==> src/rtl/txq_pkg.sv <==
package txq_pkg;

  // Combined push/pop action on the history queue in one cycle.
  typedef enum logic [1:0] {
    H_IDLE = 2'b00,
    H_PUSH = 2'b01,
    H_POP  = 2'b10,
    H_BOTH = 2'b11
  } hist_op_e;

  // Next value of the gap down-counter.
  // Priority: disable clears, a transmitted frame reloads, a tick decrements.
  function automatic int unsigned gap_step(
    input int unsigned cur,
    input int unsigned load,
    input logic        en,
    input logic        done,
    input logic        tick
  );
    if (!en)                  return 0;
    if (done)                 return load;
    if (tick && (cur != 0))   return cur - 1;
    return cur;
  endfunction

endpackage

==> src/rtl/txq_gap_timer.sv <==
module txq_gap_timer #(
  parameter int IV_W = 16
) (
  input  logic            clk,
  input  logic            rst,
  input  logic            fifo_en,
  input  logic            fifo_empty,
  input  logic [IV_W-1:0] interval,
  input  logic            tick,
  input  logic            tx_done,
  output logic            req_q
);

  logic [IV_W-1:0] cnt_q;
  logic [IV_W-1:0] cnt_d;
  logic            req_d;

  always_comb begin
    cnt_d = IV_W'(txq_pkg::gap_step(32'(cnt_q), 32'(interval), fifo_en, tx_done, tick));
    // Grant only when no gap will be pending after this edge.
    req_d = fifo_en && !fifo_empty && (cnt_d == '0);
  end

  always_ff @(posedge clk) begin
    if (rst) begin
      cnt_q <= '0;
      req_q <= 1'b0;
    end else begin
      cnt_q <= cnt_d;
      req_q <= req_d;
    end
  end

  // a grant needs an enabled, non-empty queue one cycle earlier
  a_r8_req_needs_ready: assert property (@(posedge clk) disable iff (rst)
    req_q |-> $past(fifo_en && !fifo_empty));

  // a transmitted frame with a non-zero gap withdraws the grant
  a_r3_gap_blocks: assert property (@(posedge clk) disable iff (rst)
    (fifo_en && tx_done && (interval != '0)) |=> !req_q);

  // disabling withdraws the grant
  a_r7_disable_drops: assert property (@(posedge clk) disable iff (rst)
    !fifo_en |=> !req_q);

  // zero gap keeps a standing grant through transmissions
  a_r6_zero_gap_keeps: assert property (@(posedge clk) disable iff (rst)
    (req_q && fifo_en && !fifo_empty && (interval == '0)) |=> req_q);

endmodule

==> src/rtl/txq_hist_fifo.sv <==
module txq_hist_fifo #(
  parameter int DEPTH = 16,
  parameter int W     = 37
) (
  input  logic                     clk,
  input  logic                     rst,
  input  logic                     wr_en,
  input  logic [W-1:0]             wr_data,
  input  logic                     rd_en,
  input  logic                     ovf_clr,
  output logic                     rd_vld,
  output logic [W-1:0]             rd_data,
  output logic [$clog2(DEPTH):0]   level,
  output logic                     empty,
  output logic                     ovf
);

  localparam int AW = $clog2(DEPTH);
  localparam logic [AW:0]   FULL_LVL = (AW+1)'(DEPTH);
  localparam logic [AW-1:0] LAST_IX  = AW'(DEPTH - 1);

  logic [W-1:0]  mem [DEPTH];
  logic [AW-1:0] wr_ptr, rd_ptr;
  logic          full, push, pop;
  txq_pkg::hist_op_e op;

  assign full  = (level == FULL_LVL);
  assign empty = (level == '0);
  assign push  = wr_en && !full;
  assign pop   = rd_en && !empty;
  assign op    = txq_pkg::hist_op_e'({pop, push});

  // Storage without reset so that a block RAM can be inferred.
  always_ff @(posedge clk) begin
    if (push) mem[wr_ptr] <= wr_data;
  end

  always_ff @(posedge clk) begin
    if (pop) rd_data <= mem[rd_ptr];
  end

  always_ff @(posedge clk) begin
    if (rst) begin
      wr_ptr <= '0;
      rd_ptr <= '0;
      level  <= '0;
      rd_vld <= 1'b0;
      ovf    <= 1'b0;
    end else begin
      rd_vld <= pop;
      if (push) wr_ptr <= (wr_ptr == LAST_IX) ? '0 : wr_ptr + 1'b1;
      if (pop)  rd_ptr <= (rd_ptr == LAST_IX) ? '0 : rd_ptr + 1'b1;
      case (op)
        txq_pkg::H_PUSH: level <= level + 1'b1;
        txq_pkg::H_POP:  level <= level - 1'b1;
        default:         level <= level;
      endcase
      // A drop outranks a host clear in the same cycle.
      if (wr_en && full) ovf <= 1'b1;
      else if (ovf_clr)  ovf <= 1'b0;
    end
  end

  // occupancy never exceeds the depth
  a_r11_level_bound: assert property (@(posedge clk) disable iff (rst)
    level <= FULL_LVL);

  // a write into a full history raises the overflow flag
  a_r11_full_sets_ovf: assert property (@(posedge clk) disable iff (rst)
    (wr_en && full) |=> ovf);

  // the flag holds until a clear
  a_r12_ovf_sticky: assert property (@(posedge clk) disable iff (rst)
    (ovf && !ovf_clr) |=> ovf);

  // a read of an empty history returns nothing
  a_r13_no_vld_on_empty: assert property (@(posedge clk) disable iff (rst)
    (rd_en && empty) |=> !rd_vld);

endmodule

==> src/rtl/txq_pacer.sv <==
module txq_pacer #(
  parameter int DEPTH = 16,
  parameter int IV_W  = 16,
  parameter int ID_W  = 29,
  parameter int TAG_W = 8
) (
  input  logic                   clk,
  input  logic                   rst,
  input  logic                   fifo_en,
  input  logic                   fifo_empty,
  input  logic [IV_W-1:0]        gap_interval,
  input  logic                   gap_tick,
  input  logic                   tx_done,
  input  logic [ID_W-1:0]        tx_id,
  input  logic [TAG_W-1:0]       tx_tag,
  output logic                   req_next,
  input  logic                   hist_rd,
  input  logic                   hist_ovf_clr,
  output logic                   hist_vld,
  output logic [ID_W-1:0]        hist_id,
  output logic [TAG_W-1:0]       hist_tag,
  output logic [$clog2(DEPTH):0] hist_level,
  output logic                   hist_empty,
  output logic                   hist_ovf
);

  localparam int ENT_W = ID_W + TAG_W;

  logic [ENT_W-1:0] ent_wr;
  logic [ENT_W-1:0] ent_rd;

  assign ent_wr = {tx_tag, tx_id};

  txq_gap_timer #(.IV_W(IV_W)) gap_i (
    .clk        (clk),
    .rst        (rst),
    .fifo_en    (fifo_en),
    .fifo_empty (fifo_empty),
    .interval   (gap_interval),
    .tick       (gap_tick),
    .tx_done    (tx_done),
    .req_q      (req_next)
  );

  txq_hist_fifo #(.DEPTH(DEPTH), .W(ENT_W)) hist_i (
    .clk     (clk),
    .rst     (rst),
    .wr_en   (tx_done),
    .wr_data (ent_wr),
    .rd_en   (hist_rd),
    .ovf_clr (hist_ovf_clr),
    .rd_vld  (hist_vld),
    .rd_data (ent_rd),
    .level   (hist_level),
    .empty   (hist_empty),
    .ovf     (hist_ovf)
  );

  assign hist_id  = ent_rd[ID_W-1:0];
  assign hist_tag = ent_rd[ENT_W-1:ID_W];

endmodule

==> config.mk <==
export PLATFORM = sky130hd
export DESIGN_NAME = txq_pacer
export DESIGN_NICKNAME = d
export VERILOG_FILES = /design/src/rtl/txq_pkg.sv /design/src/rtl/txq_gap_timer.sv /design/src/rtl/txq_hist_fifo.sv /design/src/rtl/txq_pacer.sv
export SDC_FILE = /design/constraint.sdc
export NUM_CORES = 1
export LEC_CHECK = 0
export BUFFER_PORTS_ARGS = -buffer_cell sky130_fd_sc_hd__buf_2
export CAP_MARGIN = 15
export CORE_ASPECT_RATIO = 0.6
export CORE_UTILIZATION = 43
export DETAILED_ROUTE_END_ITERATION = 10
export GPL_ROUTABILITY_DRIVEN = 0
export PLACE_DENSITY_LB_ADDON = 0.12
export SLEW_MARGIN = 20
export SYNTH_ARGS = -nofsm -noshare
export SYNTH_HDL_FRONTEND = slang
export SYNTH_SLANG_ARGS = --single-unit
==> constraint.sdc <==
create_clock -name clk -period 5.8 [get_ports clk]
set_input_delay 0.58 -clock clk [delete_from_list [all_inputs] [get_ports clk]]
set_output_delay 0.58 -clock clk [all_outputs]
set_load 0.02 [all_outputs]
# Yosys cells after proc, flatten, opt, wreduce, memory -nomap -nowiden
# Memories as Yosys holds them, arrays and structs flattened. A register that Yosys moved wholly into a read port is not among the register bits.
# Index checks and enable logic that the tools add are counted.
# Widths: inputs -> output; s select.
# word_totals
in_bits	61
wordCells	49
out_inout_bits	46
memories	1
ram_bits	592
register_bits	32
# op_classes
eq_ne	5
addsub	5
n_reduce_logical	14
muxes	17
# memory_table
memory	depth	word_bits	read_ports	rd_ports_with_merged_regs	wr	line	text
hist_i.mem	16	37	1	1	1	txq_hist_fifo.sv:22	logic [W-1:0] mem [DEPTH];
# ops
op	n
$mux 16	5
$logic_not 16->1	1
$reduce_bool 16->1	1
$sub 16x1->16 const B	1
$pmux 5 s2	1
$mux 1	9
$add 4x1->4 const B	2
$eq 4x4->1 const B	2
$mux 4	2
$logic_and 1x1->1	6
$add 5x1->5 const B	1
$eq 5x5->1 const B	1
$logic_not 5->1	1
$sub 5x1->5 const B	1
$reduce_bool 2->1	2
$logic_not 1->1	3
$eq 2x1->1 const B	1
$eq 2x2->1 const B	1

# Logic depth before layout (Yosys ltp)
# logic_depth
word_depth	10
mapped_depth	13
mapped_depth_nobuf	12

# Modules after synthesis
# From an unflattened synthesis, not the netlist that was laid out.
# unflattened
cells_unflattened	1203
area_unflattened_um2	25325.5
# by_module_without_submodules
mod	cells_each	n_inst	area_per_inst_um2	seq_area_each_um2
txq_hist_fifo	1052	1	24119.4	19188.4
txq_gap_timer	151	1	1206.2	340.3

# Worst setup path before layout
# Ideal clock, no wire load.
# synth_path
path_type	input-to-reg
startpoint	input tx_done
endpoint	memory hist_i.mem[3][0] (enable)
required_time_ns	5.323
path_slack_ns	1.143
stages	5
t_arrival_ns	4.180
setup_time_ns	0.477
n_path_buf	1
cell_sequence	clkinv_1 -> clkbuf_1 -> a21oi_1 -> nand2_1 -> nor3_1
# synth_between
elab_chain_len	3
# synth_rtl
element	line	text
start: declaration	txq_pacer.sv:13	input logic tx_done,
$logic_and 1x1->1	txq_hist_fifo.sv:29	assign push = wr_en && !full;
$mux 1	txq_hist_fifo.sv:35	if (push) mem[wr_ptr] <= wr_data;
$mux 1 (implied by the code)	txq_hist_fifo.sv:35	
end: declaration	txq_hist_fifo.sv:22	
# Every way passes these cells.

# Worst setup path after layout
# layout_path
startpoint	register hist_i.level[0]
endpoint	register hist_i.level[4]
# layout_between
elab_chain_len	5
word_cells_on_any_way	12
# layout_rtl
element	line	text
start: declaration	txq_hist_fifo.sv:13	output logic [$clog2(DEPTH):0] level,
start signal: assignment	txq_hist_fifo.sv:54	txq_pkg::H_PUSH: level <= level + 1'b1;
start signal: assignment	txq_hist_fifo.sv:55	txq_pkg::H_POP: level <= level - 1'b1;
start signal: assignment	txq_hist_fifo.sv:56	default: level <= level;
$logic_not 5->1 (*)	txq_hist_fifo.sv:28	assign empty = (level == '0);
$logic_not 1->1 (*)	txq_hist_fifo.sv:30	assign pop = rd_en && !empty;
$logic_and 1x1->1 (*)	txq_hist_fifo.sv:30	
net hist_i.pop	txq_hist_fifo.sv:24	logic full, push, pop;
$eq 2x2->1 or $eq 2x1->1 (tied branches)	txq_hist_fifo.sv:53	case (op)
$pmux 5 s2 or $reduce_bool 2->1 (tied branches)	n/a	
# The timed path passes the listed nets; every way through them passes the cells marked *.
# A chain may end at the register's enable or synchronous reset.

==> key figures <==
Min path
  • Hold path startpoint: hist_ovf_clr
  • Worst hold endpoint: hist_i.ovf
  • Worst Hold Class: input port to flop
  • Hold path cells: 4

Route
  • Total Routed Length: 60.4 mm
  • Drt via density: 5.72
  • Initial DRC count: between 1000 and 1500
  • DRC violations left: 12
  • Vias post-DR: 11900
  • Drt first pass iters: 8
  • DR WL/cell: 29.1 um
  • Post-DRT Antenna Nets: 0

Floorplan
  • DIE AREA: around 0.060 mm^2
  • Initial Utilization: 43.8%
  • Width of the die: 315 um
  • Num rows: approximately 70
  • I/O pin total: ~110
  • Core Box Area: 0.0578 mm^2
  • Overall die height: 190 um

Logic synthesis
  • Number of synthesized register bits: 661
  • Main synth FF type: edfxtp_1
  • Mapped Cells: ~1100
  • Post-Synth XOR/XNOR Area: less than 1%
  • Post-Syn Area: 0.0253 mm^2
  • Adder-cell area share of the yosys netlist: less than 1%
  • Register area share after synthesis: 77.2%
  • Ys async rst share: 0%
  • Simple-gate share of the synthesized area: approximately 2.7%
  • Syn nets: roughly 1200
  • Main combinational cell family by area after synthesis: multiplexers
  • Post-synthesis compound-gate area fraction: between 1 and 1.5%
  • EDFF count, synth: about 630
  • Ys Warns: 0
  • Post-Syn Area per Cell: 22.7 um^2
  • Post-synthesis cell type count: 49
  • Mux share of post-synthesis cell area: 16.6%

Global routing
  • Vias in the first global route: around 12000
  • Initial antenna violation count: 9
  • Gr usage total: about a fifth
  • Largest net degree at the start of global routing: 100
  • GRT Residual Overflow: 0
  • Global-route wire length before repair: 87.0 mm

STA
  • Final hold violations: 0
  • Max Transition Viols Final: 0
  • Max Fclk: 301 MHz
  • Clk_skew: 0.0149 ns
  • Unrepaired setup endpoints after global routing: false
  • Rel. slew slack: approximately 33%
  • Final period util: 57.4%
  • Aggregate negative setup slack: 0 ns
  • Slew at the pin closest to its max-slew limit: roughly 1 ns
  • Endpoints failing setup: 0
  • Final hold slack: about 0.24 ns
  • Minimum clock period: 3.33 ns
  • Setup WS post-layout: approximately 2.5 ns

Worst setup path
  • R2R depth: 12
  • Critical path peak fanout: 6
  • WP data required: approximately 6.4 ns
  • Slowest CP cell: o21ai_0
  • Bufs and invs on worst path: 3
  • Kind of cell adding the most delay to the critical path: compound AO/OA/AOI/OAI gates
  • Reg-to-reg startpoint: hist_i.level[0]
  • Crit end category: flop
  • Worst R2R End: hist_i.level[4]
  • Worst path cell trace: or4_1 > o21ai_0 > inv_2 > ha_1 > inv_1 > fa_1 > inv_1 > a21o_1 > a21oi_1 > xnor2_1 > or3_1 > a21oi_1
  • Worst setup SP type: flop
  • Max incr delay on CP: ~0.70 ns
  • WP data arrival: 3.88 ns
  • Kind of critical path: flop to flop
  • FF-to-FF setup slack: 2.47 ns

Clocking
  • Root Driver: clkbuf_16
  • CTS max path bufs: 3
  • Post-CTS sizing: 0
  • Clock sinks: 661
  • Clk_lat worst skew: 0.63 ns
  • H-Tree Depth: 2
  • TritonCTS clock tree: built
  • Post-CTS Setup Bufs: 0
  • Hold_buf cts: 0
  • Clock-pin slew on the worst setup and hold paths: 0.07 ns
  • TritonCTS Buffers: 59

Layout
  • Final Non-Filler Cells: 2079
  • Nets: about 1300
  • Layout cells sized above 1: between 30% and 40%
  • Design Area, Final: just under 0.03 mm^2
  • Layout area overhead: 14.4%

Place
  • Port Buffers: 106
  • Dpl ws: 1.93 ns
  • Placed insts: 1965
  • Post-DP HPWL: 37.3 mm
  • Post-DP Area: between 0.02 and 0.03 mm^2

Pwr
  • PwrDens: about 420 mW/mm^2
  • Maximum VDD drop: 253 uV
  • P_leak: 0.00901 uW

Status
  • Status: finished, violations left
  • Failing checks: design-rule violations

Run
  • Total of max-cap violations: 0
==> worst register-to-register path: stages, from the launching register on <==
cell and delay, ns:
dfxtp_1 0.37, or4_1 0.55, o21ai_0 0.70, inv_2 0.07, ha_1 0.28, inv_1 0.13, fa_1 0.23, inv_1 0.06
a21o_1 0.15, a21oi_1 0.18, xnor2_1 0.09, or3_1 0.30, a21oi_1 0.14
==> logic make-up (layout without fill, tap and decap cells) <==
logic type / count (synthesis) / after routing
buffers and inverters: 69 / 260
and+or+nand+nor: 118 / 118
other: 0 / 2
AOI/OAI and AO/OA: 56 / 56
adders and majority gates: 12 / 12
DFF: 661 / 661
muxes: 188 / 188
xor gates and xnor gates: 12 / 12
==> sequential cells by signal, summed over array words and instances, names as in the netlist <==
signal and count:
hist_i.mem 592, hist_i.rd_data 37, gap_i.cnt_q 16, hist_i.level 5, hist_i.rd_ptr 4, hist_i.wr_ptr 4
gap_i.req_q 1, hist_i.ovf 1, hist_i.rd_vld 1
==> cell type report <==
| cell class | count | area, um^2 |
|---|---|---|
| clock inverters | 42 | 484 |
| diodes | 2 | 5.00 |
| multi-input cells | 386 | 5590 |
| fillers | 4610 | 28800 |
| flip-flops and latches | 661 | 19500 |
| inverters | 15 | 56.3 |
| clock buffers | 70 | 1520 |
| repair buffers | 133 | 771 |
| well taps | 770 | 963 |
==> through the flow <==
stage / utilization [%] / power (uW)
after CTS: 50.1 / 12400
final: 50.1 / 12300
after detailed placement: 46.6 / 8350
after global routing: 50.1 / 12700
after floorplan: - / 7440
after global placement: 46.6 / 8350
==> cell usage after synthesis (all sizes together) (7+ instances only) <==
cell type  count  area (um^2)
a21oi         17         85.1
nor2b         10         62.6
nor3           9         45.0
nand2         19         71.3
clkbuf        38          143
ha            11          138
inv           14         52.6
nor2          38          143
xor2           7         61.3
edfxtp       629        18900
buf           16         77.6
o21ai         15         75.1
mux4         185         4170
nand4          8         50.1
dfxtp         32          641
==> worst max path at each step <==
stage	from	endpoint	slack, ns	cells after the start
after detailed placement	tx_done	hist_i.mem[7][5]	1.93	7
after CTS	hist_i.level[0]	hist_i.level[4]	2.48	12
after global routing	hist_i.level[0]	hist_i.level[4]	2.17	12
after floorplan	tx_done	hist_i.mem[3][0]	1.14	5
final	hist_i.level[0]	hist_i.level[4]	2.47	12
after global placement	tx_done	hist_i.mem[4][24]	1.92	7
==> power by group <==
part	switching, uW	internal (uW)	total (uW)
clock	1780	2290	4070
combinational	1380	1090	2470
sequential	176	5560	5730
total	3340	8940	12300
==> layer usage <==
layer  up-vias  GRT usage [%]  routed length (um)
met3        80           4.59                4370
met4         2           4.16                 942
met1      6430           33.2               29000
li1       5011              -                   -
met5         -              0                   7
met2       378           28.5               26000
==> cells in the final DEF, fill, tap and decap left out, types with 3 or more instances in the layout <==
cell type	n
dfxtp_1	28
inv_1	13
clkinv_1	13
xor2_1	7
clkbuf_16	59
nand4_1	8
nor3_2	4
nor3_1	5
buf_4	24
a31oi_1	6
bufinv_16	9
nor2b_1	10
nand2b_1	6
a21o_1	4
o21ai_0	15
nor2_1	26
nor4_1	3
buf_2	106
o211ai_1	3
nor2_4	12
mux4_2	185
nand3_1	6
nand2_1	19
a21oi_1	17
clkinv_2	11
clkinvlp_4	4
edfxtp_1	629
or3_1	6
ha_1	11
clkbuf_1	11
xnor2_1	5
dfxtp_4	3
buf_12	3
No activity file was read; power rests on OpenSTA's default activity.
